### config.mk
export PLATFORM = sky130hd
export DESIGN_NAME = prescaled_match_timer
export DESIGN_NICKNAME = d
export VERILOG_FILES = /design/src/rtl/tmr_pkg.sv /design/src/rtl/tmr_sync_edge.sv /design/src/rtl/tmr_count_core.sv /design/src/rtl/tmr_match_chan.sv /design/src/rtl/tmr_cap_chan.sv /design/src/rtl/prescaled_match_timer.sv
export SDC_FILE = /design/constraint.sdc
export NUM_CORES = 1
export LEC_CHECK = 0
export ABC_AREA = 1
export ABC_CLOCK_PERIOD_IN_PS = 3300
export BUFFER_PORTS_ARGS = -buffer_cell sky130_fd_sc_hd__buf_2
export CELL_PAD_IN_SITES_DETAIL_PLACEMENT = 1
export CELL_PAD_IN_SITES_GLOBAL_PLACEMENT = 2
export CORE_MARGIN = 8
export CORE_UTILIZATION = 38
export DETAILED_ROUTE_END_ITERATION = 16
export PLACE_DENSITY_LB_ADDON = 0.1
export SYNTH_ARGS = -nofsm -noshare
export SYNTH_HDL_FRONTEND = slang
export SYNTH_SLANG_ARGS = --single-unit
### constraint.sdc
create_clock -name clk -period 3.3 [get_ports clk]
set_input_delay 0.825 -clock clk [delete_from_list [all_inputs] [get_ports clk]]
set_output_delay 0.825 -clock clk [all_outputs]
set_load 0.02 [all_outputs]
### src/rtl/tmr_pkg.sv
package tmr_pkg;

    typedef enum logic [1:0] {
        ST_IDLE = 2'd0,
        ST_RUN  = 2'd1,
        ST_CLR  = 2'd2
    } cnt_state_e;

    typedef enum logic [1:0] {
        ACT_NONE   = 2'd0,
        ACT_LOW    = 2'd1,
        ACT_HIGH   = 2'd2,
        ACT_TOGGLE = 2'd3
    } out_act_e;

    typedef enum logic [1:0] {
        SRC_CLK      = 2'd0,
        SRC_EXT_RISE = 2'd1,
        SRC_EXT_FALL = 2'd2,
        SRC_EXT_BOTH = 2'd3
    } cnt_src_e;

    localparam int AW = 4;

    localparam logic [AW-1:0] A_CTRL = 4'd0;
    localparam logic [AW-1:0] A_PRE  = 4'd1;
    localparam logic [AW-1:0] A_PCNT = 4'd2;
    localparam logic [AW-1:0] A_CNT  = 4'd3;
    localparam logic [AW-1:0] A_MCTL = 4'd4;
    localparam logic [AW-1:0] A_OACT = 4'd5;
    localparam logic [AW-1:0] A_CCTL = 4'd6;
    localparam logic [AW-1:0] A_STAT = 4'd7;
    localparam logic [AW-1:0] A_MR0  = 4'd8;
    localparam logic [AW-1:0] A_CAP0 = 4'd12;

    localparam int MAX_MATCH = 4;
    localparam int MAX_CAP   = 4;

endpackage

### src/rtl/tmr_sync_edge.sv
module tmr_sync_edge #(
    parameter int W = 1
) (
    input  logic         clk,
    input  logic         rst_n,
    input  logic [W-1:0] raw,
    output logic [W-1:0] rise,
    output logic [W-1:0] fall
);

    for (genvar b = 0; b < W; b++) begin : g_bit
        logic s1_q, s2_q, s3_q;

        always_ff @(posedge clk or negedge rst_n) begin
            if (!rst_n) begin
                s1_q <= 1'b0;
                s2_q <= 1'b0;
                s3_q <= 1'b0;
            end else begin
                s1_q <= raw[b];
                s2_q <= s1_q;
                s3_q <= s2_q;
            end
        end

        assign rise[b] = s2_q & ~s3_q;
        assign fall[b] = ~s2_q & s3_q;
    end

endmodule

### src/rtl/tmr_count_core.sv
module tmr_count_core
    import tmr_pkg::*;
#(
    parameter int CW = 32
) (
    input  logic          clk,
    input  logic          rst_n,
    input  logic          en,
    input  logic          srst,
    input  cnt_src_e      src,
    input  logic          ext_rise,
    input  logic          ext_fall,
    input  logic [CW-1:0] pr,
    input  logic          rst_req,
    input  logic          stop_req,
    output logic          adv,
    output logic [CW-1:0] tc,
    output logic [CW-1:0] pc
);

    cnt_state_e    state_q, state_d;
    logic [CW-1:0] tc_q, pc_q;
    logic          tick;

    always_comb begin
        unique case (src)
            SRC_CLK:      tick = 1'b1;
            SRC_EXT_RISE: tick = ext_rise;
            SRC_EXT_FALL: tick = ext_fall;
            SRC_EXT_BOTH: tick = ext_rise | ext_fall;
            default:      tick = 1'b0;
        endcase
    end

    assign adv = (state_q == ST_RUN) && tick && (pc_q >= pr);

    // state register
    always_ff @(posedge clk or negedge rst_n) begin
        if (!rst_n) state_q <= ST_IDLE;
        else        state_q <= state_d;
    end

    // next state
    always_comb begin
        state_d = state_q;
        if (srst) begin
            state_d = ST_CLR;
        end else begin
            unique case (state_q)
                ST_IDLE: if (en) state_d = ST_RUN;
                ST_RUN:  if (!en || (adv && stop_req)) state_d = ST_IDLE;
                ST_CLR:  state_d = en ? ST_RUN : ST_IDLE;
                default: state_d = ST_IDLE;
            endcase
        end
    end

    // counters, per state
    always_ff @(posedge clk or negedge rst_n) begin
        if (!rst_n) begin
            tc_q <= '0;
            pc_q <= '0;
        end else begin
            unique case (state_q)
                ST_CLR: begin
                    tc_q <= '0;
                    pc_q <= '0;
                end
                ST_RUN: begin
                    if (tick) begin
                        if (pc_q >= pr) begin
                            pc_q <= '0;
                            if (rst_req)       tc_q <= '0;
                            else if (!stop_req) tc_q <= tc_q + 1'b1;
                        end else begin
                            pc_q <= pc_q + 1'b1;
                        end
                    end
                end
                default: ;
            endcase
        end
    end

    assign tc = tc_q;
    assign pc = pc_q;

    AST_IDLE_HOLD: assert property (@(posedge clk) disable iff (!rst_n)
        (state_q == ST_IDLE) |=> ($stable(tc_q) && $stable(pc_q)));
    AST_CLR_ZERO: assert property (@(posedge clk) disable iff (!rst_n)
        (state_q == ST_CLR) |=> (tc_q == '0 && pc_q == '0));
    AST_STOP_FREEZE: assert property (@(posedge clk) disable iff (!rst_n)
        (adv && stop_req && !rst_req && !srst) |=> (state_q == ST_IDLE && $stable(tc_q)));

endmodule

### src/rtl/tmr_match_chan.sv
module tmr_match_chan
    import tmr_pkg::*;
#(
    parameter int CW = 32
) (
    input  logic          clk,
    input  logic          rst_n,
    input  logic          adv,
    input  logic [CW-1:0] tc,
    input  logic [CW-1:0] mr,
    input  out_act_e      act,
    output logic          evt,
    output logic          out
);

    logic out_q;

    assign evt = adv && (tc == mr);

    always_ff @(posedge clk or negedge rst_n) begin
        if (!rst_n) begin
            out_q <= 1'b0;
        end else if (evt) begin
            unique case (act)
                ACT_LOW:    out_q <= 1'b0;
                ACT_HIGH:   out_q <= 1'b1;
                ACT_TOGGLE: out_q <= ~out_q;
                default:    ;
            endcase
        end
    end

    assign out = out_q;

    AST_OUT_HIGH: assert property (@(posedge clk) disable iff (!rst_n)
        (evt && act == ACT_HIGH) |=> out_q);
    AST_OUT_TOGGLE: assert property (@(posedge clk) disable iff (!rst_n)
        (evt && act == ACT_TOGGLE) |=> (out_q != $past(out_q)));
    AST_OUT_KEEP: assert property (@(posedge clk) disable iff (!rst_n)
        !evt |=> $stable(out_q));

endmodule

### src/rtl/tmr_cap_chan.sv
module tmr_cap_chan #(
    parameter int CW = 32
) (
    input  logic          clk,
    input  logic          rst_n,
    input  logic          rise,
    input  logic          fall,
    input  logic          en_rise,
    input  logic          en_fall,
    input  logic [CW-1:0] tc,
    output logic          evt,
    output logic [CW-1:0] cap
);

    logic [CW-1:0] cap_q;

    assign evt = (rise && en_rise) || (fall && en_fall);

    always_ff @(posedge clk or negedge rst_n) begin
        if (!rst_n)   cap_q <= '0;
        else if (evt) cap_q <= tc;
    end

    assign cap = cap_q;

    AST_CAP_HOLD: assert property (@(posedge clk) disable iff (!rst_n)
        !evt |=> $stable(cap_q));

endmodule

### src/rtl/prescaled_match_timer.sv
module prescaled_match_timer
    import tmr_pkg::*;
#(
    parameter int CW     = 32,
    parameter int NMATCH = 4,
    parameter int NCAP   = 2,
    parameter int NDMA   = 2
) (
    input  logic              clk,
    input  logic              rst_n,
    input  logic              wr_en,
    input  logic [AW-1:0]     addr,
    input  logic [CW-1:0]     wdata,
    output logic [CW-1:0]     rdata,
    input  logic [NCAP-1:0]   cap_in,
    input  logic              count_in,
    output logic [NMATCH-1:0] match_out,
    output logic [NDMA-1:0]   dma_req,
    output logic              irq
);

    localparam int SW  = NMATCH + NCAP;
    localparam int MCW = 3 * NMATCH;
    localparam int OAW = 2 * NMATCH;
    localparam int CCW = 3 * NCAP;

    // register file
    logic            ctrl_en, ctrl_srst;
    cnt_src_e        ctrl_src;
    logic [CW-1:0]   pr_q;
    logic [CW-1:0]   mr_q [NMATCH];
    logic [MCW-1:0]  mctl_q;
    logic [OAW-1:0]  oact_q;
    logic [CCW-1:0]  cctl_q;
    logic [SW-1:0]   stat_q;

    logic [NMATCH-1:0] m_evt, m_int, m_rst, m_stop;
    logic [NCAP-1:0]   c_evt, c_int, c_rise, c_fall;
    logic [CW-1:0]     cap_v [NCAP];
    logic              x_rise, x_fall;
    logic              adv, rst_req, stop_req;
    logic [CW-1:0]     tc, pc;
    logic [SW-1:0]     stat_set;
    logic [NDMA-1:0]   dma_q;
    logic              wr_ctrl, wr_stat;

    assign wr_ctrl = wr_en && (addr == A_CTRL);
    assign wr_stat = wr_en && (addr == A_STAT);

    tmr_sync_edge #(.W(NCAP)) u_cap_sync (
        .clk(clk), .rst_n(rst_n), .raw(cap_in), .rise(c_rise), .fall(c_fall)
    );

    tmr_sync_edge #(.W(1)) u_cnt_sync (
        .clk(clk), .rst_n(rst_n), .raw(count_in), .rise(x_rise), .fall(x_fall)
    );

    tmr_count_core #(.CW(CW)) u_core (
        .clk(clk), .rst_n(rst_n), .en(ctrl_en), .srst(ctrl_srst), .src(ctrl_src),
        .ext_rise(x_rise), .ext_fall(x_fall), .pr(pr_q),
        .rst_req(rst_req), .stop_req(stop_req), .adv(adv), .tc(tc), .pc(pc)
    );

    for (genvar i = 0; i < NMATCH; i++) begin : g_match
        assign m_int[i]  = mctl_q[3*i];
        assign m_rst[i]  = mctl_q[3*i+1];
        assign m_stop[i] = mctl_q[3*i+2];

        tmr_match_chan #(.CW(CW)) u_match (
            .clk(clk), .rst_n(rst_n), .adv(adv), .tc(tc), .mr(mr_q[i]),
            .act(out_act_e'(oact_q[2*i +: 2])), .evt(m_evt[i]), .out(match_out[i])
        );
    end

    for (genvar j = 0; j < NCAP; j++) begin : g_cap
        assign c_int[j] = cctl_q[3*j+2];

        tmr_cap_chan #(.CW(CW)) u_cap (
            .clk(clk), .rst_n(rst_n), .rise(c_rise[j]), .fall(c_fall[j]),
            .en_rise(cctl_q[3*j]), .en_fall(cctl_q[3*j+1]), .tc(tc),
            .evt(c_evt[j]), .cap(cap_v[j])
        );
    end

    assign rst_req  = |(m_evt & m_rst);
    assign stop_req = |(m_evt & m_stop);
    assign stat_set = {c_evt & c_int, m_evt & m_int};

    // control and configuration registers
    always_ff @(posedge clk or negedge rst_n) begin
        if (!rst_n) begin
            ctrl_en   <= 1'b0;
            ctrl_srst <= 1'b0;
            ctrl_src  <= SRC_CLK;
            pr_q      <= '0;
            mctl_q    <= '0;
            oact_q    <= '0;
            cctl_q    <= '0;
            for (int i = 0; i < NMATCH; i++) mr_q[i] <= '0;
        end else begin
            if (wr_ctrl) begin
                ctrl_en   <= wdata[0];
                ctrl_srst <= wdata[1];
                ctrl_src  <= cnt_src_e'(wdata[3:2]);
            end
            if (stop_req) ctrl_en <= 1'b0;
            if (wr_en && addr == A_PRE)  pr_q   <= wdata;
            if (wr_en && addr == A_MCTL) mctl_q <= wdata[MCW-1:0];
            if (wr_en && addr == A_OACT) oact_q <= wdata[OAW-1:0];
            if (wr_en && addr == A_CCTL) cctl_q <= wdata[CCW-1:0];
            for (int i = 0; i < NMATCH; i++) begin
                if (wr_en && addr == AW'(int'(A_MR0) + i)) mr_q[i] <= wdata;
            end
        end
    end

    // interrupt status, write one to clear, new events win
    always_ff @(posedge clk or negedge rst_n) begin
        if (!rst_n) stat_q <= '0;
        else        stat_q <= (stat_q & ~(wr_stat ? wdata[SW-1:0] : '0)) | stat_set;
    end

    always_ff @(posedge clk or negedge rst_n) begin
        if (!rst_n) dma_q <= '0;
        else        dma_q <= m_evt[NDMA-1:0];
    end

    assign dma_req = dma_q;
    assign irq     = |stat_q;

    // read port
    always_comb begin
        rdata = '0;
        case (addr)
            A_CTRL:  rdata = CW'({ctrl_src, ctrl_srst, ctrl_en});
            A_PRE:   rdata = pr_q;
            A_PCNT:  rdata = pc;
            A_CNT:   rdata = tc;
            A_MCTL:  rdata = CW'(mctl_q);
            A_OACT:  rdata = CW'(oact_q);
            A_CCTL:  rdata = CW'(cctl_q);
            A_STAT:  rdata = CW'(stat_q);
            default: begin
                for (int i = 0; i < NMATCH; i++)
                    if (addr == AW'(int'(A_MR0) + i)) rdata = mr_q[i];
                for (int j = 0; j < NCAP; j++)
                    if (addr == AW'(int'(A_CAP0) + j)) rdata = cap_v[j];
            end
        endcase
    end

    AST_STOP_CLEARS_EN: assert property (@(posedge clk) disable iff (!rst_n)
        stop_req |=> !ctrl_en);
    AST_W1C: assert property (@(posedge clk) disable iff (!rst_n)
        wr_stat |=> ((stat_q & $past(wdata[SW-1:0]) & ~$past(stat_set)) == '0));
    AST_CFG_FIT: assert property (@(posedge clk) disable iff (!rst_n)
        (NMATCH <= MAX_MATCH && NCAP <= MAX_CAP && NDMA <= NMATCH));

endmodule

Yosys cells after proc, flatten, opt, wreduce, memory -nomap -nowiden
Index checks and enable logic that the tools add are counted. Widths: inputs -> output; s select.

Bits in registers: 341. Logic and storage cells: 169. Input port bits: 42. Output and inout port bits: 39.

$add $sub $neg: 2. Reduce and logical (&&, ||, !) cells: 44. Bitwise operators: 24. Order comparisons: 1. Mux-type cells: 28. Equal/unequal tests: 39.

Operator list (number): $mux 32 (12); $pmux 32 s8 (1); $eq 32x32->1 (4); $pmux 32 s2 (2); $add 32x1->32 const B (2); $ge 32x32->1 (1); $eq 4x4->1 const B (6); $eq 2x2->1 const B (11); $logic_and 1x1->1 (21); $eq 4x3->1 const B (4); $and 4x4->4 (3); $eq 2x1->1 const B (6); $pmux 1 s3 (4); $reduce_and 2->1 (6); $reduce_bool 3->1 (4); $not 1->1 (10); $ne 3x3->1 const B (3); $eq 4x2->1 const B (2); $reduce_or 4->1 (2); $and 1x1->1 (6); $and 6x6->6 (1); $mux 2 (3); $mux 6 (1); $not 6->6 (1); other kinds (16) (22).

Depth between registers and ports, before layout
Depth in word-level cells: 14. Gate-level depth with buffers: 22. Depth with buffers taken out: 21.

By module
From an unflattened synthesis, not the netlist that was laid out.

Cells, all modules: 3326. Area total of the unflattened synthesis: 21737.1 um^2.

By module, submodules not included: prescaled_match_timer (cells each 1343, area an instance 9880.7 um^2, times used 1, seq. area each 4954.8 um^2); tmr_count_core (cells each 818, area an instance 5335.1 um^2, times used 1, seq. area each 1651.6 um^2); tmr_match_chan (cells each 216, area an instance 888.4 um^2, times used 4, seq. area each 25.0 um^2); tmr_cap_chan (cells each 140, area an instance 1348.8 um^2, times used 2, seq. area each 800.8 um^2); tmr_sync_edge (u_cap_sync) (cells each 14, area an instance 180.2 um^2, times used 1, seq. area each 150.1 um^2); tmr_sync_edge (u_cnt_sync) (cells each 7, area an instance 90.1 um^2, times used 1, seq. area each 75.1 um^2).

Worst setup path before layout
OpenSTA, ideal clock, no wires.

Path type: in2out. Start point: input port addr[3]. End point: output port rdata[24]. Path buffers: 1. Data required time: 2475 ps. Arrival time: 2139 ps. Setup slack: 336 ps. Stages on the path: 8. Cell sequence: nor2_1 -> inv_1 -> nor2_1 -> clkinv_1 -> clkbuf_1 -> o22ai_1 -> a21oi_1 -> o211ai_1.

Word-level cells in the longest chain between the ends: 8. Elaborated cells between the ends (all ways): 21. Those cells by class: eq/ne: 13; mux: 7; reduce/logical: 1.

RTL lines: start: declaration (line prescaled_match_timer.sv:12) `input logic [AW-1:0] addr,`; $eq 4x4->1 (line prescaled_match_timer.sv:145) `if (addr == AW'(int'(A_MR0) + i)) rdata = mr_q[i];`; $mux 32 (4 in series) (line prescaled_match_timer.sv:145); $mux 32 (2 in series) (line prescaled_match_timer.sv:147) `if (addr == AW'(int'(A_CAP0) + j)) rdata = cap_v[j];`; $pmux 32 s8 * (line prescaled_match_timer.sv:134) `case (addr)`; end: declaration (line prescaled_match_timer.sv:14) `output logic [CW-1:0] rdata,`.

Every way passes the cells marked *; elsewhere a longest branch is shown, timed or not.

Final worst setup path
Start point: input port addr[0]. End point: output port rdata[22].

The elaborated chain is that of the path after synthesis.

==> results.rst <==
.. list-table::
   :header-rows: 1

   * - Metric
     - Value
   * - Number of DRC markers after the initial detailed-route iteration
     - 1,013
   * - Boundary pin count
     - slightly above 80
   * - Data arrival time of the worst path
     - 2.47 ns
   * - Number of CTS-inserted buffers
     - 42
   * - Die Span Y
     - 237 µm
   * - Crit path largest cell delay
     - 0.26 ns
   * - Count of state elements after synthesis
     - 341
   * - Clock Sink Count
     - approximately 340
   * - TritonCTS clock tree
     - yes
   * - Starting Density
     - a little under two fifths
   * - Number of global-route vias before repair
     - 18,300
   * - Maximum frequency from static timing analysis
     - about 300 MHz
   * - Clock latency on the worst-skew pair
     - between 0.5 and 0.6 ns
   * - Number of nets with antenna violations after routing
     - 0
   * - Total nets after synthesis
     - 2,422
   * - Number of warning messages in the yosys log
     - 0
   * - Maximum number of pins on one net before global-route repair
     - 67
   * - First-pass GRT wire length
     - 118,000 µm
   * - Mean area per synthesized cell
     - roughly 7.9 µm²
   * - Number of pins exceeding their max-slew limit in the final report
     - 0
   * - Synthesis-to-finish area growth
     - 19.2%
   * - Pre-antenna DRT Iters
     - 5
   * - Worst slew pin tran
     - 1.07 ns
   * - Gate Count Post-Synth
     - between 2,000 and 2,500
   * - Number of rows in the core area
     - 81
   * - Vias per cell
     - around 5.5
   * - Clock-pin slew on the worst setup and hold paths
     - 0.05 ns
   * - Initial antenna violation count
     - 1
   * - Total half-perimeter wirelength after legalization and detailed placement
     - 57,700 µm
   * - Overall track demand over capacity in global routing
     - between 20% and 30%
   * - Power per cell area
     - 571 mW/mm²
   * - CP cell instances
     - buf_2 -> buf_4 -> nand2_1 -> nor2_2 -> buf_4 -> inv_1 -> nor2_1 -> a211oi_1 -> nand4_1 -> buf_2
   * - Post-synth top area cell
     - dfrtp_1
   * - Outcome
     - complete, no violations
   * - Clock root buffer
     - clkbuf_16
   * - Number of maximum-capacitance constraint violations
     - 0
   * - Number of design rule violations left after detail routing
     - 0
   * - Share of cells above drive strength 1
     - 15.1%
   * - Die Outline Area
     - 0.0564 mm²
   * - Hold Worst Slack
     - 0.208 ns
   * - Final number of setup-violating endpoints
     - 0
   * - Total number of vias
     - 17,300
   * - Largest cells by area after synthesis
     - dfrtp_1 46%, nand2_1 13%, o21ai_0 7.3%
   * - Routed length per placed instance
     - 24.8 µm
   * - Post-CTS Hold Buffers
     - 0
   * - Hold Vio Cnt, Final
     - 0
   * - Post-synthesis cell area
     - approximately 0.019 mm²
   * - Final WL
     - 77,600 µm
   * - Critical path launch point type
     - input port
   * - Data required time of the worst path
     - 2.47 ns
   * - Time the worst path needs with I/O delays and setup
     - between 3 and 4 ns
   * - Type of the worst min-delay path
     - in -> async
   * - Die Span X
     - 237 µm
   * - Leakage power
     - roughly 11 nW
   * - Share of the yosys chip area belonging to registers
     - between 40% and 50%
   * - Weighted congestion reported at the end of routability-driven placement
     - between 0.9 and 1
   * - Portion of synthesized cell area occupied by the leading cell type
     - 45.8%
   * - Critical-path top delay cell
     - a211oi_1
   * - Placeable Area
     - between 0.04 and 0.05 mm²
   * - Net count of the finished layout
     - between 2,000 and 3,000
   * - Max VDD drop
     - 328 µV
   * - Congestion Overflow GR
     - 0
   * - Kind of capture point of the worst setup path
     - primary output
   * - Worst-case clock skew
     - 0.0178 ns
   * - IO Port Bufs
     - 80
   * - Classification of the worst setup path
     - in -> out
   * - Critical Path Fanout Max
     - 11
   * - Worst slew slack as a fraction of its limit
     - 29.0%
   * - Setup repair after global routing missed its margin
     - yes
   * - Maximum clock insertion buffer count
     - 3
   * - Final total negative setup slack
     - 0 ns
   * - Number of distinct standard cells referenced by the synthesized netlist
     - 50
   * - Share of the cycle needed by the critical path after routing
     - 99.7%
   * - H-Tree Level Count
     - 2
[per-stage QoR]
step	area, µm²	setup slack, ns	util (%)	std cells	total power, mW
after floorplan	18600	0.336	-	2344	6.70
after global placement	20300	-0.350	41.7	3041	7.78
after detailed placement	20300	-0.289	41.7	3041	7.86
after CTS	21900	-0.00280	45.1	3122	12.7
after global routing	22200	-0.0212	45.7	3132	13.3
final	22200	0.00835	45.7	3134	12.7
[report_power, final]
part | switching [mW] | internal, mW
clock | 1.90 | 2.90
sequential | 0.623 | 4.72
combinational | 1.68 | 0.865
total | 4.20 | 8.49
[cells in the final DEF, fill, tap and decap left out, drive strengths merged, types with 2 or more instances in the layout]
cell	netlist	layout
a21oi	69	69
nor3	41	41
clkinv	6	10
a211oi	5	5
bufinv	0	2
dfrtp	341	341
nand2	661	661
nand3b	2	2
o21a	4	4
buf	60	218
a221oi	24	24
clkbuf	67	69
o2111ai	4	4
nor2	161	161
a21o	2	2
o21ai	273	273
o221ai	2	2
nand3	60	60
clkinvlp	0	2
xnor2	63	63
inv	217	215
xor2	99	99
o22ai	27	27
o211ai	2	2
a31oi	2	2
a22o	10	10
nor4	11	11
ha	36	36
diode	0	2
nand4	88	88
[routing by layer]
metal	track usage (%)	vias up	wire, µm
li1	-	7935	-
met4	13.9	0	4380
met2	48.0	423	38300
met1	33.9	8763	32300
met3	3.14	176	2700
met5	0	-	0
[repair_timing]
item	CTS	global route
cloned	2	0
setup endpoints to repair	23	56
setup buffers	4	12
pin swaps	3	15
gates resized for setup	27	68
[final timing paths]
check	startpoint	end	slack (ns)	depth (start not counted)
max	addr[0]	rdata[22]	0.008	10
max in group asynchronous	rst_n	mr_q[19]	2.28	2
min reg2reg	u_cap_sync.g_bit[0].s1_q	u_cap_sync.g_bit[0].s2_q	0.35	0
min	rst_n	pr_q[4]	0.21	1
min in group clk	u_cap_sync.g_bit[0].s1_q	u_cap_sync.g_bit[0].s2_q	0.35	0
max reg2reg	pr_q[23]	u_core.tc[3]	0.18	16
[sequential cells by signal, summed over array words and instances (netlist names), 4 cells and up]
| signal | cells |
|---|---|
| g_match.u_match.out | 4 |
| cctl_q | 6 |
| pr_q | 32 |
| stat_q | 6 |
| u_core.tc | 32 |
| mctl_q | 12 |
| g_cap.u_cap.cap | 64 |
| oact_q | 8 |
| u_core.pc | 32 |
| mr_q | 128 |
[kinds of logic (layout without fill, tap and decap cells)]
family	count (synthesis)	count (layout)	synth area share, %
and+or+nand+nor	1026	1026	23.2
AOI/OAI and AO/OA	429	429	12.9
buffers and inverters	350	516	8.04
DFF	341	341	45.8
xor gates and xnor gates	162	162	7.61
adders and majority gates	36	36	2.42
other	0	2	0
[cell usage after synthesis (all sizes together)]
library cell and count:
inv 217, nand2 661, a221oi 24, nand3 60, o31ai 1, or2 1
buf 60, nor2 161, o32ai 1, a32o 1, xor2 99, a21o 2
o221ai 2, o2111ai 4, a31oi 2, ha 36, nand3b 2, clkinv 6
xnor2 63, nand4 88, a22o 10, a211oi 5, nor4 11, o21a 4
o211ai 2, o22ai 27, a2111oi 1, clkbuf 67, a311oi 1, nor3b 1
nor3 41, dfrtp 341, a21oi 69, o21ai 273
[worst max-delay path, delay by kind of cell]
family	cells	cell delay, ns
simple gates	4	0.52
compound gates	1	0.26
buf+inv	5	0.86
[layout make-up]
type / count / area (µm²)
Sequential cell: 341 / 8530
Antenna cell: 2 / 5.00
Multi-Input combinational cell: 1653 / 8880
Fill cell: 5888 / 26400
Inverter: 223 / 851
Tap cell: 622 / 778
Clock buffer: 69 / 1340
Timing Repair Buffer: 218 / 1750
Clock inverter: 6 / 80.1
No activity file was read; power rests on OpenSTA's default activity.
